File: src/rtl/tmr_bank_pkg.sv
package tmr_bank_pkg;
    typedef enum logic {
        CH_ARMED = 1'b0,
        CH_SPENT = 1'b1
    } ch_state_e;

    localparam int CTL_BITS    = 10;
    localparam int CB_RESET    = 3;
    localparam int CB_PERIODIC = 6;
    localparam int CB_OWN      = 7;
    localparam int CB_HALT     = 8;
    localparam int CB_SNAP     = 9;

    function automatic int leader_of(input int idx);
        if (idx < 4)      return 0;
        else if (idx < 6) return 4;
        else              return 6;
    endfunction
endpackage

File: src/rtl/tmr_rate_sel.sv
module tmr_rate_sel #(
    parameter int NRATE = 5
) (
    input  logic [2:0]       rate,
    input  logic [NRATE-1:0] tick,
    output logic             adv
);
    always_comb begin
        adv = 1'b0;
        for (int k = 0; k < NRATE; k++) begin
            if (rate == 3'(k + 1)) adv = tick[k];
        end
    end
endmodule

File: src/rtl/tmr_channel.sv
module tmr_channel
    import tmr_bank_pkg::*;
#(
    parameter int DATA_W    = 32,
    parameter int NRATE     = 5,
    parameter int CTL_W     = 8,
    parameter bit IS_LEADER = 1'b0
) (
    input  logic                clk,
    input  logic                rst_n,
    input  logic [NRATE-1:0]    tick,
    input  logic [DATA_W-1:0]   wdata,
    input  logic                cnt_wr,
    input  logic                match_wr,
    input  logic                ctl_wr,
    input  logic                ien,
    input  logic                clr,
    input  logic                lead_adv,
    input  logic [DATA_W-1:0]   lead_cnt,
    output logic                own_adv,
    output logic [DATA_W-1:0]   cnt,
    output logic [DATA_W-1:0]   match,
    output logic [CTL_BITS-1:0] ctl,
    output logic                status
);
    localparam logic [CTL_BITS-1:0] CTL_MASK = CTL_BITS'((1 << CTL_W) - 1);

    ch_state_e            st_q, st_d;
    logic [DATA_W-1:0]    cnt_q, match_q;
    logic [CTL_BITS-1:0]  ctl_q;
    logic                 stat_q;
    logic [2:0]           eff_rate;
    logic                 src_adv, hit, rearm, use_own;
    logic [DATA_W-1:0]    src_cnt;

    assign use_own  = IS_LEADER || ctl_q[CB_OWN];
    assign eff_rate = (use_own && !ctl_q[CB_HALT]) ? ctl_q[2:0] : 3'd0;

    tmr_rate_sel #(.NRATE(NRATE)) u_rate (
        .rate (eff_rate),
        .tick (tick),
        .adv  (own_adv)
    );

    assign src_adv = use_own ? own_adv : lead_adv;
    assign src_cnt = use_own ? cnt_q   : lead_cnt;
    assign rearm   = match_wr || ctl_wr;
    assign hit     = (st_q == CH_ARMED) && src_adv && ((src_cnt + DATA_W'(1)) == match_q);

    // State register
    always_ff @(posedge clk) begin
        if (!rst_n) st_q <= CH_ARMED;
        else        st_q <= st_d;
    end

    // Next state
    always_comb begin
        st_d = st_q;
        unique case (st_q)
            CH_ARMED: if (!rearm && hit && !ctl_q[CB_PERIODIC]) st_d = CH_SPENT;
            CH_SPENT: if (rearm) st_d = CH_ARMED;
            default:  st_d = CH_ARMED;
        endcase
    end

    // Datapath outputs
    always_ff @(posedge clk) begin
        if (!rst_n) begin
            cnt_q   <= '0;
            match_q <= '0;
            ctl_q   <= '0;
            stat_q  <= 1'b0;
        end else begin
            if (cnt_wr)                        cnt_q <= wdata;
            else if (hit && ctl_q[CB_RESET])   cnt_q <= '0;
            else if (own_adv)                  cnt_q <= cnt_q + DATA_W'(1);
            if (match_wr) match_q <= wdata;
            if (ctl_wr)   ctl_q   <= wdata[CTL_BITS-1:0] & CTL_MASK;
            stat_q <= (stat_q && !clr) || (hit && ien);
        end
    end

    assign cnt    = cnt_q;
    assign match  = match_q;
    assign ctl    = ctl_q;
    assign status = stat_q;

    a_r6_status_needs_enable: assert property (@(posedge clk) disable iff (!rst_n)
        $rose(stat_q) |-> $past(hit && ien));
    a_r7_one_shot_retires: assert property (@(posedge clk) disable iff (!rst_n)
        (hit && !ctl_q[CB_PERIODIC] && !rearm) |=> (st_q == CH_SPENT));
    a_r8_zero_on_match: assert property (@(posedge clk) disable iff (!rst_n)
        (hit && ctl_q[CB_RESET] && !cnt_wr) |=> (cnt_q == '0));
    a_r3_idle_counter_holds: assert property (@(posedge clk) disable iff (!rst_n)
        (!own_adv && !cnt_wr && !(hit && ctl_q[CB_RESET])) |=> $stable(cnt_q));
    a_r5_halt_freezes: assert property (@(posedge clk) disable iff (!rst_n)
        (ctl_q[CB_HALT] && !cnt_wr && !(hit && ctl_q[CB_RESET])) |=> $stable(cnt_q));
    a_r10_write_wins: assert property (@(posedge clk) disable iff (!rst_n)
        cnt_wr |=> (cnt_q == $past(wdata)));
endmodule

File: src/rtl/tmr_match_bank.sv
module tmr_match_bank
    import tmr_bank_pkg::*;
#(
    parameter int DATA_W = 32,
    parameter int NRATE  = 5,
    parameter int NCH    = 8,
    parameter int NARROW = 4
) (
    input  logic              clk,
    input  logic              rst_n,
    input  logic              wr_en,
    input  logic              rd_en,
    input  logic [7:0]        addr,
    input  logic [DATA_W-1:0] wdata,
    output logic [DATA_W-1:0] rdata,
    input  logic [NRATE-1:0]  tick,
    input  logic [NCH-1:0]    ien,
    input  logic [NCH-1:0]    clr,
    output logic [NCH-1:0]    status,
    output logic              irq
);
    localparam int         IDX_W     = $clog2(NCH);
    localparam logic [7:0] SNAP_ADDR = 8'h20;
    localparam logic [1:0] RG_CNT    = 2'b01;
    localparam logic [1:0] RG_MATCH  = 2'b10;
    localparam logic [1:0] RG_CTL    = 2'b11;

    logic [DATA_W-1:0]   cnt_w   [NCH];
    logic [DATA_W-1:0]   match_w [NCH];
    logic [CTL_BITS-1:0] ctl_w   [NCH];
    logic [NCH-1:0]      adv_w;
    logic [DATA_W-1:0]   snap_q;

    logic [1:0]       region;
    logic [IDX_W-1:0] sel;
    logic             base_ok, snap_hit;

    assign region  = addr[7:6];
    assign sel     = addr[IDX_W+1:2];
    assign base_ok = !addr[5] && (addr[1:0] == 2'b00);

    for (genvar i = 0; i < NCH; i++) begin : g_ch
        localparam int LEAD = leader_of(i);
        logic hit_sel;
        assign hit_sel = base_ok && (sel == IDX_W'(i));
        tmr_channel #(
            .DATA_W    (DATA_W),
            .NRATE     (NRATE),
            .CTL_W     ((i < NARROW) ? 8 : 10),
            .IS_LEADER (LEAD == i)
        ) u_ch (
            .clk      (clk),
            .rst_n    (rst_n),
            .tick     (tick),
            .wdata    (wdata),
            .cnt_wr   (wr_en && hit_sel && (region == RG_CNT)),
            .match_wr (wr_en && hit_sel && (region == RG_MATCH)),
            .ctl_wr   (wr_en && hit_sel && (region == RG_CTL)),
            .ien      (ien[i]),
            .clr      (clr[i]),
            .lead_adv (adv_w[LEAD]),
            .lead_cnt (cnt_w[LEAD]),
            .own_adv  (adv_w[i]),
            .cnt      (cnt_w[i]),
            .match    (match_w[i]),
            .ctl      (ctl_w[i]),
            .status   (status[i])
        );
    end

    always_comb begin
        rdata = '0;
        if (addr == SNAP_ADDR) begin
            rdata = snap_q;
        end else if (base_ok) begin
            case (region)
                RG_CNT:   rdata = cnt_w[sel];
                RG_MATCH: rdata = match_w[sel];
                RG_CTL:   rdata = DATA_W'(ctl_w[sel]);
                default:  rdata = '0;
            endcase
        end
    end

    assign snap_hit = rd_en && base_ok && (region == RG_CNT) && sel[0]
                      && (sel >= IDX_W'(NARROW)) && ctl_w[sel][CB_SNAP];

    always_ff @(posedge clk) begin
        if (!rst_n)        snap_q <= '0;
        else if (snap_hit) snap_q <= cnt_w[sel - IDX_W'(1)];
    end

    assign irq = |status;

    a_r9_snap_needs_read: assert property (@(posedge clk) disable iff (!rst_n)
        !rd_en |=> $stable(snap_q));
    a_r6_irq_low_when_clear: assert property (@(posedge clk) disable iff (!rst_n)
        ($past(clr) == {NCH{1'b1}}) && ($past(ien) == '0) |-> !irq);
endmodule

File: config.mk
export PLATFORM = sky130hd
export DESIGN_NAME = tmr_match_bank
export DESIGN_NICKNAME = d
export VERILOG_FILES = /design/src/rtl/tmr_bank_pkg.sv /design/src/rtl/tmr_rate_sel.sv /design/src/rtl/tmr_channel.sv /design/src/rtl/tmr_match_bank.sv
export SDC_FILE = /design/constraint.sdc
export NUM_CORES = 2
export LEC_CHECK = 0
export BUFFER_PORTS_ARGS = -buffer_cell sky130_fd_sc_hd__buf_2
export CAP_MARGIN = 20
export CORE_ASPECT_RATIO = 1.2
export CORE_MARGIN = 2
export CORE_UTILIZATION = 35
export DETAILED_ROUTE_END_ITERATION = 7
export GPL_ROUTABILITY_DRIVEN = 0
export PLACE_DENSITY = 0.48
export SLEW_MARGIN = 10
export SYNTH_ARGS = -nofsm -noshare
export SYNTH_HDL_FRONTEND = slang
export SYNTH_HIERARCHICAL = 1
export SYNTH_SLANG_ARGS = --single-unit
File: constraint.sdc
create_clock -name clk -period 8.8 [get_ports clk]
set_clock_uncertainty 0.05 [all_clocks]
set_input_delay 1.32 -clock clk [delete_from_list [all_inputs] [get_ports clk]]
set_output_delay 1.32 -clock clk [all_outputs]
set_load 0.1 [all_outputs]
---- Word-level counts from Yosys, hierarchy flattened ----
Index checks and enable logic that the tools add are counted.
word-level totals
  logic and storage cells ................. 405
  output and inout port bits .............. 41
  input bits .............................. 65
  register bits ........................... 632
cells by class
  magnitude comparators ................... 3
  bitwise logic cells ..................... 10
  mux-type cells .......................... 120
  reductions and logical operators ........ 158
  add/subtract/negate cells ............... 14
  equality and inequality tests ........... 59
operators by type and width
  operator                                                   number
  2-to-1 mux 32 bit                                          37
  adder 32 x 1 -> 32 bit (second input constant)             13
  binary-select mux 32 bit (select 3 bit)                    3
  equality test 32 bit                                       8
  logical AND 1 bit                                          104
  case mux 32 bit (3 select lines)                           1
  2-to-1 mux 1 bit                                           61
  equality test 3 bit (second input constant)                20
  equality test 3 x 2 -> 1 bit (second input constant)       18
  binary-select mux 10 bit (select 3 bit)                    1
  equality test 3 x 1 -> 1 bit (second input constant)       9
  zero test 1 bit                                            27
  nonzero test 3 bit                                         8
  2-to-1 mux 3 bit                                           7
  2-to-1 mux 10 bit                                          2
  logical OR 1 bit                                           16
  case mux 1 bit (2 select lines)                            8
  equality test 8 x 6 -> 1 bit (second input constant)       1
  greater-or-equal comparator 4 bit (second input constant)  2
  NOT 1 bit                                                  8
  NOT 3 -> 4 bit                                             2
  OR reduction 8 bit                                         1
  equality test 2 bit (second input constant)                2
  greater-or-equal comparator 3 bit (second input constant)  1
  other kinds (4)                                            4

---- Logic depth before layout (Yosys ltp) ----
  depth after elaboration ................. 16
  depth in mapped cells ................... 22
  depth with buffers taken out ............ 13

---- Modules after synthesis ----
Netlist, hierarchy kept.
by module, submodules not included
  module                          seq. area each (sq um)  area each (sq um)  cells an instance  times used
  tmr_channel (g_ch[5].u_ch ...)  1521.5                  5626.6             681                2
  tmr_channel (g_ch[1].u_ch ...)  1481.4                  5611.6             687                2
  tmr_channel (g_ch[4].u_ch ...)  1521.5                  4640.7             556                2
  tmr_match_bank                  640.6                   8729.6             752                1
  tmr_channel (g_ch[2].u_ch)      1481.4                  5779.3             680                1
  tmr_channel (g_ch[0].u_ch)      1481.4                  4860.9             578                1
  tmr_rate_sel                    0.0                     47.5               8                  8

---- Worst setup path before layout ----
Ideal clock, no wire load.
  kind .................................... input to output
  start point ............................. input port addr[4]
  end point ............................... output port rdata[10]
  stages .................................. 7
  data arrival time ....................... 4.590 ns
  required time ........................... 7.430 ns
  slack ................................... 2.840 ns
  path buffers ............................ 4
  cell sequence ........................... buf_2 > buf_2 > buf_2 > buf_2 > o21bai_1 > o22ai_1 > o31ai_1
between the ends
  cells in the longest elaborated chain, start to end .. 7
  elaborated cells between the ends (all ways) .. 11
  those cells by class .................... eq/ne: 1; mux: 9; bitwise: 1
ends and longest elaborated chain
  item                                                        line                                        text
  start: declaration                                          tmr_match_bank.sv:13                        input logic [7:0] addr,
  NOT 3 -> 4 bit (not written as such)                        tmr_match_bank.sv:77, tmr_match_bank.sv:78
  binary-select mux 32 bit (select 3 bit) (on tied branches)  tmr_match_bank.sv:78, tmr_match_bank.sv:77
  2-to-1 mux 32 bit (on tied branches) (2 in series)          tmr_match_bank.sv:78, tmr_match_bank.sv:77
  case mux 32 bit (3 select lines)                            tmr_match_bank.sv:76                        case (region)
  2-to-1 mux 32 bit                                           tmr_match_bank.sv:75                        end else if (base_ok) begin
  2-to-1 mux 32 bit *                                         tmr_match_bank.sv:73                        if (addr == SNAP_ADDR) begin
  end: declaration                                            tmr_match_bank.sv:15                        output logic [DATA_W-1:0] rdata,
Mark *: on every way between the ends. The rest lies on a longest branch, timed or not. The select of a mux whose other input is x is not followed.

---- Worst setup path in the final report ----
  start point ............................. input port addr[2]
  end point ............................... output port rdata[26]
Same word-level chain as after synthesis.

==> results.yml <==
run_status:
  status: "complete, no violations"
global_route:
  track_usage_pct: 30.81
  antenna_found_initial: 28
  grt_start_max_net_pins: 110
  grt_pass1_wl_mm: 340.0
  grt_pass1_vias: 46349
  grt_overflow: 0
yosys:
  yosysSeqAreaShare_pct: 24.56
  async_flop_share_pct: 0
  netlist_area_um2: 51510
  ys_warn_count: 6
  synth_cell_types: 113
  synth_compound_area_share_pct: 17.37
  ys.flop_type: "dfxtp_1"
  synth_top_family_by_area: "simple AND/OR/NAND/NOR gates"
  muxShareOfSynthArea_pct: 21.07
  yosys.area_share.simple_pct: 23.19
  ys_top_cells_by_area: "dfxtp_1 25%, mux2i_1 12%, mux4_2 7.3%"
  synth_edf_count: 0
  yosys.area.top_type: "dfxtp_1"
  synthCells: 5922
  synth_xor_area_share_pct: 7.890
  synth.avg_cell_area_um2: 8.698
  yosysTopAreaCellShare_pct: 24.56
  ys_ff_latch: 632
  synth_fa_ha_area_share_pct: 0.4372
timing:
  final-setup-viol-count: 0
  rsz0062_at_grt: "false"
  finalCriticalPeriod_ns: 5.869
  finalSetupTns_ns: 0
  hold_viol: 0
  slew_headroom_pct: 17.42
  max_freq_ghz: 0.1704
  period_share_pct: 66.69
  worst_pin_slew_ns: 1.229
  drv_slew: 0
finish:
  finalInstanceArea_um2: 55960
  multi_input_area_um2: 36150
  syn_to_final_growth_pct: 8.648
  post-route-util_pct: 38.22
  drive_gt1_share_pct: 14.71
  nFillCells: 15040
  num-nets-final: 5845
  register_area_um2: 12670
placed_design:
  place_area_um2: 53190
  dp_hpwl_mm: 175.7
  portBuffers: 105
route:
  first_pass_iters: 6
  wirelength_mm: 241.0
  antenna_left: 0
  remaining_drc_errors: 0
  wire_per_inst_um: 30.97
  avgViaCountPerCell: 6.345
  drtIter0Drc: 5305
  num_vias: 49374
pwr:
  combPwrFrac_pct: 7.3
  power_frac_seq_pct: 41.3
  p_leak_nw: 17.86
  switching_share_pct: 26.58
  p_sw_mw: 1.847
  powerDensity_nw_per_um2: 124.2
  vdd_drop_max_uv: 153.9
  power_frac_clock_pct: 51.3
  p_int_mw: 5.102
worst_setup_path:
  crit_arrival_ns: 4.50
  path_buf_inv: 3
  cp_slowest_cell: "o31ai_1"
  worstSetupStartpointType: "input pin"
  critPathTopFamily: "buffers and inverters"
  crit_chain: "buf_8 -> buf_12 -> mux2i_1 -> o21ai_0 -> o22ai_1 -> o31ai_1 -> buf_2"
  r2r_slack_ns: 3.10
  crit_fanout: 74
  crit_required_ns: 7.43
  timing.rr.end: "g_ch[2].u_ch/cnt[6]"
  reg2regPathDepth: 11
  crit_type: "in -> out"
  r2r_start: "g_ch[2].u_ch/ctl[7]"
  end_kind: "primary output"
  cpPeakStageDelay_ns: 0.86
  startpoint: "addr[2]"
die:
  initial_core_util_pct: 35.17
  die_width_um: 354.2
  num_rows: 154
  die-area_um2: 150300
  io_pins: 106
  core_area_um2: 146400
  die-height_um: 424.2
clock_network:
  clk_latency_ns: 0.72
  cts.clk_slew.worst_paths_ns: 0.05
  numCtsBuffers: 81
  cts_hold_buf: 0
  cts-resized-gates: 0
  cts_tree: "done"
  cts.sinks: 632
  h-tree-depth: 3
  clk_path_buf_depth: 3
  postCtsSetupRepairBufs: 0
  ctsRootBufferMaster: "clkbuf_16"
worst_hold_path:
  hold_class: "reg -> reg"
  hold_path_depth: 2
  hp-start: "g_ch[0].u_ch/ctl[5]"
  holdPathEnd: "g_ch[0].u_ch/ctl[5]"
flow_run:
  drv_cap: 0
[per-layer routing]
metal  track usage (%)  share of wire (%)  vias up
li1                  -                  -    21772
met1             38.52                 40    24641
met2             50.57                 46     2392
met3             4.721                7.6      551
met4             17.32                6.2       18
met5                 0              0.049        -
[power by group through the flow]
stage | sequential [mW] | clock, mW | combinational, mW
6_report | 2.87 | 3.57 | 0.509
4_1_cts | 2.87 | 3.62 | 0.501
2_1_floorplan | 2.93 | 0 | 0.294
3_5_place_dp | 2.94 | 0 | 0.500
5_1_grt | 2.87 | 3.72 | 0.530
3_3_place_gp | 2.94 | 0 | 0.496
[through the flow]
stage | cells | hold WS (ns) | worst slack (ns) | power [mW]
6_report | 7781 | 0.4419 | 2.931 | 6.949
5_1_grt | 7775 | 0.4646 | 2.684 | 7.121
4_1_cts | 7774 | 0.4467 | 2.946 | 6.994
3_5_place_dp | 7628 | 0.4321 | 2.960 | 3.436
3_3_place_gp | 7627 | 0.4239 | 2.828 | 3.432
2_1_floorplan | 5926 | 0.3747 | 2.840 | 3.229
[kinds of logic (layout without fill, tap and decap cells)]
logic type	after synthesis	in the layout
buf+inv	567	466
mux	862	862
simple gates	2172	2172
fa+ha+maj	18	18
flops	632	632
xor+xnor	464	464
other cells	4	14
compound gates	1203	1203
[worst register-to-register path, cell delays in order, from the launching register on]
cell and delay [ns]:
dfxtp_4 0.51, buf_4 0.68, nand4_1 0.48, a222oi_1 0.84, nand4_1 0.40, a311o_1 0.43, mux2i_1 0.51, nand4_1 0.15
or4_2 0.68, buf_4 0.38, nor3b_1 0.31, a211oi_2 0.21
[sequential cells by signal, indices dropped and copies added (netlist names)]
name,flops
g_ch.u_ch/ctl,72
g_ch.u_ch/match,256
snap_q,32
g_ch.u_ch/status,8
g_ch.u_ch/st_q,8
g_ch.u_ch/cnt,256
[cells in the mapped netlist (all sizes together), types with 16 or more instances]
| master | count |
|---|---|
| a211oi | 70 |
| a21oi | 236 |
| a221oi | 53 |
| a22oi | 97 |
| a2bb2oi | 53 |
| a31oi | 37 |
| a32o | 18 |
| a32oi | 76 |
| and2 | 76 |
| and3 | 72 |
| and4 | 27 |
| buf | 225 |
| clkbuf | 268 |
| dfxtp | 632 |
| ha | 18 |
| inv | 74 |
| mux2 | 89 |
| mux2i | 605 |
| mux4 | 168 |
| nand2 | 519 |
| nand2b | 24 |
| nand3 | 293 |
| nand3b | 70 |
| nand4 | 168 |
| nand4b | 32 |
| nor2 | 280 |
| nor2b | 345 |
| nor3 | 105 |
| nor3b | 17 |
| nor4 | 49 |
| nor4b | 16 |
| o211a | 49 |
| o211ai | 27 |
| o21a | 23 |
| o21ai | 213 |
| o21bai | 25 |
| o22ai | 41 |
| o31ai | 32 |
| or3 | 26 |
| xnor2 | 327 |
| xor2 | 137 |
[cells in the final DEF, fill, tap and decap left out, types with 49 or more instances in the layout]
cell type / count
dfxtp_1: 627
mux2i_1: 602
nand2_1: 517
nor2b_1: 340
xnor2_1: 327
nand3_1: 288
nor2_1: 259
a21oi_1: 235
mux4_2: 168
o21ai_0: 157
nand4_1: 152
buf_4: 137
xor2_1: 136
nor3_1: 104
buf_2: 101
mux2_2: 89
a22oi_1: 88
clkbuf_16: 85
a32oi_1: 75
inv_1: 73
and3_1: 70
and2_1: 65
nand3b_1: 65
a2bb2oi_1: 51
o211a_1: 49
[worst max path at each step]
| stage | to | slack [ns] | depth (start not counted) |
|---|---|---|---|
| 2_1_floorplan | rdata[10] | 2.84 | 7 |
| 3_3_place_gp | rdata[28] | 2.83 | 7 |
| 3_5_place_dp | rdata[2] | 2.96 | 9 |
| 4_1_cts | rdata[2] | 2.95 | 9 |
| 5_1_grt | rdata[26] | 2.68 | 7 |
| 6_report | rdata[26] | 2.93 | 7 |
[layout make-up]
class	count	share of cell area, %
Antenna cell	6	0.02683
Multi-Input combinational cell	4727	64.59
Sequential cell	632	22.64
Timing Repair Buffer	246	2.998
Clock inverter	23	0.4718
Clock buffer	123	4.413
Tap cell	1950	4.360
Inverter	74	0.4963
(Power assumes the default switching activity.)
